`src/rtl/mon_pkg.sv`:
```
package mon_pkg;

    // Controller states: waiting for tick, request raised, collecting, host pending
    typedef enum logic [1:0] {
        ST_IDLE    = 2'd0,
        ST_REQ     = 2'd1,
        ST_COLLECT = 2'd2,
        ST_HOLD    = 2'd3
    } mon_state_t;

    // Event pulses that feed the saturating counters
    typedef struct packed {
        logic spurious;
        logic timeout;
        logic dev_rst;
    } mon_evt_t;

    localparam int NUM_COUNTERS = 3;

    function automatic logic [31:0] sat_step(input logic [31:0] value,
                                             input logic [31:0] limit);
        return (value == limit) ? value : value + 32'd1;
    endfunction

endpackage

```
`src/rtl/mon_tick_gen.sv`:
```
module mon_tick_gen #(
    parameter int TICK_CYCLES = 200_000_000
) (
    input  logic clk,
    input  logic rst,
    output logic tick
);
    localparam int CW = (TICK_CYCLES > 1) ? $clog2(TICK_CYCLES) : 1;

    logic [CW-1:0] cnt;

    always_ff @(posedge clk) begin
        if (rst) begin
            cnt <= '0;
        end else if (cnt == CW'(TICK_CYCLES - 1)) begin
            cnt <= '0;
        end else begin
            cnt <= cnt + 1'b1;
        end
    end

    assign tick = (cnt == CW'(TICK_CYCLES - 1));
endmodule

```
`src/rtl/mon_ctrl.sv`:
```
module mon_ctrl
    import mon_pkg::*;
#(
    parameter int DUMP_WORDS     = 80,
    parameter int TIMEOUT_CYCLES = 1_000_000,
    parameter int ADDR_W         = 7
) (
    input  logic              clk,
    input  logic              rst,
    input  logic              tick,
    input  logic              dev_valid,
    input  logic              dev_reset_pulse,
    input  logic              host_ack,
    output mon_state_t        state,
    output logic              wr_en,
    output logic [ADDR_W-1:0] wr_idx,
    output mon_evt_t          evt
);
    localparam int WW = $clog2(TIMEOUT_CYCLES);

    mon_state_t        st_q, st_d;
    logic [WW-1:0]     win_q;
    logic [ADDR_W-1:0] idx_q;
    logic              in_window, accept, last_word, expired;

    always_comb begin
        in_window = (st_q == ST_REQ) || (st_q == ST_COLLECT);
        accept    = in_window && dev_valid && !dev_reset_pulse;
        last_word = accept && (idx_q == ADDR_W'(DUMP_WORDS - 1));
        expired   = in_window && !dev_reset_pulse && !last_word &&
                    (win_q == WW'(TIMEOUT_CYCLES - 1));

        evt.dev_rst  = dev_reset_pulse;
        evt.timeout  = expired;
        evt.spurious = dev_valid && !in_window;

        st_d = st_q;
        unique case (st_q)
            ST_IDLE: if (tick) st_d = ST_REQ;
            ST_REQ, ST_COLLECT: begin
                if (dev_reset_pulse)  st_d = ST_IDLE;
                else if (last_word)   st_d = ST_HOLD;
                else if (expired)     st_d = ST_IDLE;
                else if (accept)      st_d = ST_COLLECT;
            end
            ST_HOLD: if (host_ack) st_d = ST_IDLE;
            default: st_d = ST_IDLE;
        endcase
    end

    always_ff @(posedge clk) begin
        if (rst) begin
            st_q  <= ST_IDLE;
            win_q <= '0;
            idx_q <= '0;
        end else begin
            st_q <= st_d;
            if (!in_window) begin
                win_q <= '0;
                idx_q <= '0;
            end else begin
                win_q <= win_q + 1'b1;
                if (accept) idx_q <= idx_q + 1'b1;
            end
        end
    end

    assign state  = st_q;
    assign wr_en  = accept;
    assign wr_idx = idx_q;
endmodule

```
`src/rtl/mon_buffer.sv`:
```
module mon_buffer #(
    parameter int DATA_W = 32,
    parameter int DEPTH  = 80,
    parameter int ADDR_W = 7
) (
    input  logic              clk,
    input  logic              rst,
    input  logic              wr_en,
    input  logic [ADDR_W-1:0] wr_idx,
    input  logic [DATA_W-1:0] wr_data,
    input  logic [ADDR_W-1:0] rd_addr,
    output logic [DATA_W-1:0] rd_data
);
    logic [DATA_W-1:0] mem [DEPTH];

    always_ff @(posedge clk) begin
        if (rst) begin
            for (int i = 0; i < DEPTH; i++) mem[i] <= '0;
        end else if (wr_en && (int'(wr_idx) < DEPTH)) begin
            mem[wr_idx] <= wr_data;
        end
    end

    assign rd_data = (int'(rd_addr) < DEPTH) ? mem[rd_addr] : '0;
endmodule

```
`src/rtl/mon_sat_counter.sv`:
```
module mon_sat_counter
    import mon_pkg::*;
#(
    parameter int CNT_W = 16
) (
    input  logic             clk,
    input  logic             rst,
    input  logic             clr,
    input  logic             inc,
    output logic [CNT_W-1:0] count
);
    localparam logic [CNT_W-1:0] MAXV = '1;

    always_ff @(posedge clk) begin
        if (rst || clr) begin
            count <= '0;
        end else if (inc) begin
            count <= CNT_W'(sat_step(32'(count), 32'(MAXV)));
        end
    end
endmodule

```
`src/rtl/dump_monitor.sv`:
```
module dump_monitor
    import mon_pkg::*;
#(
    parameter int DATA_W         = 32,
    parameter int DUMP_WORDS     = 80,
    parameter int TICK_CYCLES    = 200_000_000,
    parameter int TIMEOUT_CYCLES = 1_000_000,
    parameter int CNT_W          = 16,
    parameter int ADDR_W         = $clog2(DUMP_WORDS + 1)
) (
    input  logic              clk,
    input  logic              rst,
    output logic              dev_irq,
    input  logic              dev_valid,
    input  logic [DATA_W-1:0] dev_data,
    input  logic              dev_reset_pulse,
    output logic              host_irq,
    input  logic              host_ack,
    input  logic [ADDR_W-1:0] host_rd_addr,
    output logic [DATA_W-1:0] host_rd_data,
    input  logic              host_clr_cnt,
    output logic [CNT_W-1:0]  reset_count,
    output logic [CNT_W-1:0]  timeout_count,
    output logic [CNT_W-1:0]  spurious_count
);
    logic              tick;
    mon_state_t        st;
    logic              wr_en;
    logic [ADDR_W-1:0] wr_idx;
    mon_evt_t          evt;
    logic [NUM_COUNTERS-1:0] inc_vec;
    logic [CNT_W-1:0]  cnt_arr [NUM_COUNTERS];

    mon_tick_gen #(.TICK_CYCLES(TICK_CYCLES)) u_tick (
        .clk(clk), .rst(rst), .tick(tick)
    );

    mon_ctrl #(
        .DUMP_WORDS(DUMP_WORDS), .TIMEOUT_CYCLES(TIMEOUT_CYCLES), .ADDR_W(ADDR_W)
    ) u_ctrl (
        .clk(clk), .rst(rst), .tick(tick), .dev_valid(dev_valid),
        .dev_reset_pulse(dev_reset_pulse), .host_ack(host_ack),
        .state(st), .wr_en(wr_en), .wr_idx(wr_idx), .evt(evt)
    );

    mon_buffer #(.DATA_W(DATA_W), .DEPTH(DUMP_WORDS), .ADDR_W(ADDR_W)) u_buf (
        .clk(clk), .rst(rst), .wr_en(wr_en), .wr_idx(wr_idx), .wr_data(dev_data),
        .rd_addr(host_rd_addr), .rd_data(host_rd_data)
    );

    assign inc_vec = evt;

    for (genvar g = 0; g < NUM_COUNTERS; g++) begin : g_cnt
        mon_sat_counter #(.CNT_W(CNT_W)) u_cnt (
            .clk(clk), .rst(rst), .clr(host_clr_cnt),
            .inc(inc_vec[g]), .count(cnt_arr[g])
        );
    end

    assign reset_count    = cnt_arr[0];
    assign timeout_count  = cnt_arr[1];
    assign spurious_count = cnt_arr[2];
    assign dev_irq        = (st == ST_REQ);
    assign host_irq       = (st == ST_HOLD);
endmodule

```
`config.mk`:
```
export PLATFORM = sky130hd
export DESIGN_NAME = dump_monitor
export DESIGN_NICKNAME = d
export VERILOG_FILES = /design/src/rtl/mon_pkg.sv /design/src/rtl/mon_tick_gen.sv /design/src/rtl/mon_ctrl.sv /design/src/rtl/mon_buffer.sv /design/src/rtl/mon_sat_counter.sv /design/src/rtl/dump_monitor.sv
export SDC_FILE = /design/constraint.sdc
export NUM_CORES = 2
export LEC_CHECK = 0
export ABC_CLOCK_PERIOD_IN_PS = 2400
export BUFFER_PORTS_ARGS = -buffer_cell sky130_fd_sc_hd__clkbuf_2
export CORE_MARGIN = 5
export CORE_UTILIZATION = 23
export CTS_BUF_LIST = sky130_fd_sc_hd__clkbuf_16
export CTS_CLUSTER_SIZE = 16
export DETAILED_ROUTE_END_ITERATION = 7
export SLEW_MARGIN = 40
export SYNTH_ARGS = -nofsm -noshare
export SYNTH_HDL_FRONTEND = slang
export SYNTH_HIERARCHICAL = 1
export SYNTH_SLANG_ARGS = --single-unit
```
`constraint.sdc`:
```
create_clock -name clk -period 2.4 [get_ports clk]
set_input_delay 0.24 -clock clk [delete_from_list [all_inputs] [get_ports clk]]
set_output_delay 0.24 -clock clk [all_outputs]
set_load 0.01 [all_outputs]
```
==> out/qor.csv <==
stage,metric,value,unit
cts,clkLatencyLatePin,0.99,ns
drt,routed-wl-met3,38.6,mm
worst_setup_path,crit_path_start_kind,register,
floorplanning,start_util,0.231,
global_route,overflow,0,
min_path,holdCritPathClass,input port to register,
worst_setup_path,worst-path-max-fanout,1,
drt,drt-met1-wl,168,mm
yosys,netlist_area,121000,um2
floorplanning,core,525000,um2
drt,first_pass_iters,5,
layout,final_common_cell,edfxtp_1,
drt,ant_nets,0,
yosys,synth_ff_type,edfxtp_1,
worst_setup_path,cp-endpoint,host_rd_data[30],
flow_run,cap_violations,0,
placement,gp_congestion,0.849,
placement,place_area,140000,um2
drt,highest_layer,met5,
drt,viasPerCell,4.60,
yosys,postSynthAreaPerCell,15.4,um2
timing,fin_skew,0.0830,ns
worst_setup_path,worst_r2r_endpoint,u_buf/mem[48][2],
worst_setup_path,crit_start,u_buf/mem[71][30],
global_route,grt_first_pass_wirelength,569,mm
floorplanning,die-height,736,um
worst_setup_path,rr_startpoint,u_ctrl/state[1],
timing,fmax,0.245,GHz
run_status,violations,negative setup slack,
cts,clock_path_buffers,4,
yosys,yosys_warnings,6,
placement,port_buffers,126,
drt,via_count,74100,
layout,mostFrequentLayoutCells,"2560 x edfxtp_1, 2529 x and2_1, 733 x buf_4",
layout,fin_nets,8938,
layout,drive_above_1_share,0.319,
cts,cts.sinks,2665,
yosys,synth.distinct_cells,75,
timing,slew_viol_final,0,
timing,setup_viol,5148,
yosys,synth_edf_count,2560,
global_route,grt_pass1_vias,72800,
timing,hold-worst-slack,0.0476,ns
drt,remaining_drc_errors,0,
yosys,syn_inst,7897,
timing,post-route-min-period,4.08,ns
placement,dp_cells,15300,
floorplanning,die-area,542000,um2
worst_setup_path,cp.arrival,3.84,ns
placement,dp_slack,-1.65,ns
drt,drtIter0Drc,8901,
yosys,ys_ff_latch,2665,
layout,fin_area,156000,um2
timing,rsz0062_at_grt,yes,
floorplanning,num_rows,266,
yosys,syn-num-nets,7950,
global_route,antenna_found_initial,49,
run_status,status,finished with violations,
drt,wl,413,mm
worst_setup_path,reg2reg_setup_slack,-0.53,ns
timing,finalHoldViolCount,0,
cts,cts_tree,done,
layout,final_cells,16100,
cts,clock-root-buffer,clkbuf_16,
worst_setup_path,r2r_cells,15,
global_route,grtUsageTotal,0.145,
power,irDropWorstVdd,0.000703,V
drt,wl_per_cell,25.6,um
layout,nFillCells,51600,
worst_setup_path,crit_type,register to output port,
cts,clk_pin_slew,0.06,ns
worst_setup_path,end_kind,output port,
yosys,async_flop_share,0,
layout,utilization,0.297,
drt,wl_met2,191,mm
cts,numCtsBuffers,295,
layout,syn_to_final_growth,28.5,%
worst_setup_path,crit_required,2.16,ns
placement,dpl.hpwl,259,mm
timing,fin_crit_sh,1.70,
timing,slew-limit-headroom,0.334,
floorplanning,io_pins,127,
cts,htree_num_levels,5,
global_route,grt_max_degree,106,
yosys,ys_seq_area_frac,0.651,
floorplanning,die_w,736,um
timing,worst_pin_slew,0.998,ns
timing,setup_ws,-1.68,ns
power,leakage,54.9,nW
power,p_per_area,695,nW/um2
[logic make-up (layout without fill, tap and decap cells)]
logic type	after synthesis	after routing	share of synthesized area
xor+xnor	50	50	0.00361
fa+ha+maj	8	8	0.000825
other cells	0	12	0
compound gates	361	361	0.0202
buf+inv	754	1976	0.0258
mux	872	872	0.140
simple gates	3187	3187	0.159
flops	2665	2665	0.651
[state kept, by name (all words and copies together) (netlist names)]
register           cells
u_tick/cnt            28
u_ctrl/wr_idx          7
u_buf/mem           2560
u_ctrl/win_q          20
u_ctrl/state           2
g_cnt.u_cnt/count     48
[worst max-delay path, stage by stage (launching register included)]
cell and delay [ns]:
edfxtp_1 0.43, mux4_2 0.50, a22o_1 0.25, a221o_1 0.32
a31oi_4 0.34, nand4_1 0.54, buf_12 0.34, buf_12 0.12
[where the power goes]
part | internal [mW] | switching [mW]
logic | 4.62 | 5.90
registers | 52.9 | 0.620
clock network | 24.7 | 19.7
[Yosys cell counts (all sizes together) (13+ instances only)]
master  count  area (um2)
nand3      59         300
xnor2      26         228
and3       13        87.6
a21oi      71         355
or2        90         563
nor2      190         716
nor2b      29         181
or4        18         135
and2     2577       16100
inv        20        75.1
a22oi      53         398
nand4      34         246
and4       15         135
a31oi      14        87.6
mux2       40         450
a211oi     54         405
clkbuf    579        2180
o41ai      15         154
mux4      654       14700
nand2      96         360
dfxtp     105        2100
o22ai      51         319
o31ai      14         105
xor2       24         210
mux2i     178        1780
buf       155         870
edfxtp   2560       76900
nor3       25         140
o21ai      39         199
[repair_timing]
item                                   in CTS  in global routing
endpoints found under the hold margin     719                  0
hold buffers                               31                  0
resized for setup                         442                257
buffers inserted                          106                 52
setup endpoints to repair                4977               5171
gates cloned                               61                 47
pin swaps                                  91                 62
[area by class of cell]
type | instances | area [um2] | share of cell area
Antenna cell | 12 | 30.0 | 0.000193
Clock buffer | 299 | 7480 | 0.0480
Clock inverter | 232 | 1810 | 0.0116
Inverter | 20 | 80.1 | 0.000513
Multi-Input combinational cell | 4478 | 41500 | 0.266
Sequential cell | 2665 | 79000 | 0.506
Tap cell | 6968 | 8720 | 0.0559
Timing Repair Buffer | 1425 | 17400 | 0.112
[stage by stage]
step / setup TNS (ns) / power, mW
finish: -1567.34 / 108
global route: -2183.11 / 112
CTS: -1101.43 / 109
detailed placement: -806.35 / 63.9
global placement: -775.30 / 63.8
floorplan: -342.14 / 58.7
[layer usage]
metal,vias to the layer above,GRT usage
met5,-,0
met4,24,0.0450
met3,622,0.0278
met2,3660,0.232
met1,38600,0.198
li1,31200,-
[worst min-delay path by stage]
stage	start	end	slack [ns]	cells past startpoint
6_report	dev_data[30]	u_buf/mem[25][30]	0.05	3
5_1_grt	dev_data[30]	u_buf/mem[29][30]	0.02	3
4_1_cts	dev_data[10]	u_buf/mem[20][10]	0.005	2
3_5_place_dp	u_ctrl/win_q[18]	u_ctrl/win_q[18]	0.50	2
3_3_place_gp	u_ctrl/win_q[13]	u_ctrl/win_q[13]	0.50	2
2_1_floorplan	rst	u_ctrl/state[1]	0.31	1
Power figures use the tool's default switching activity.
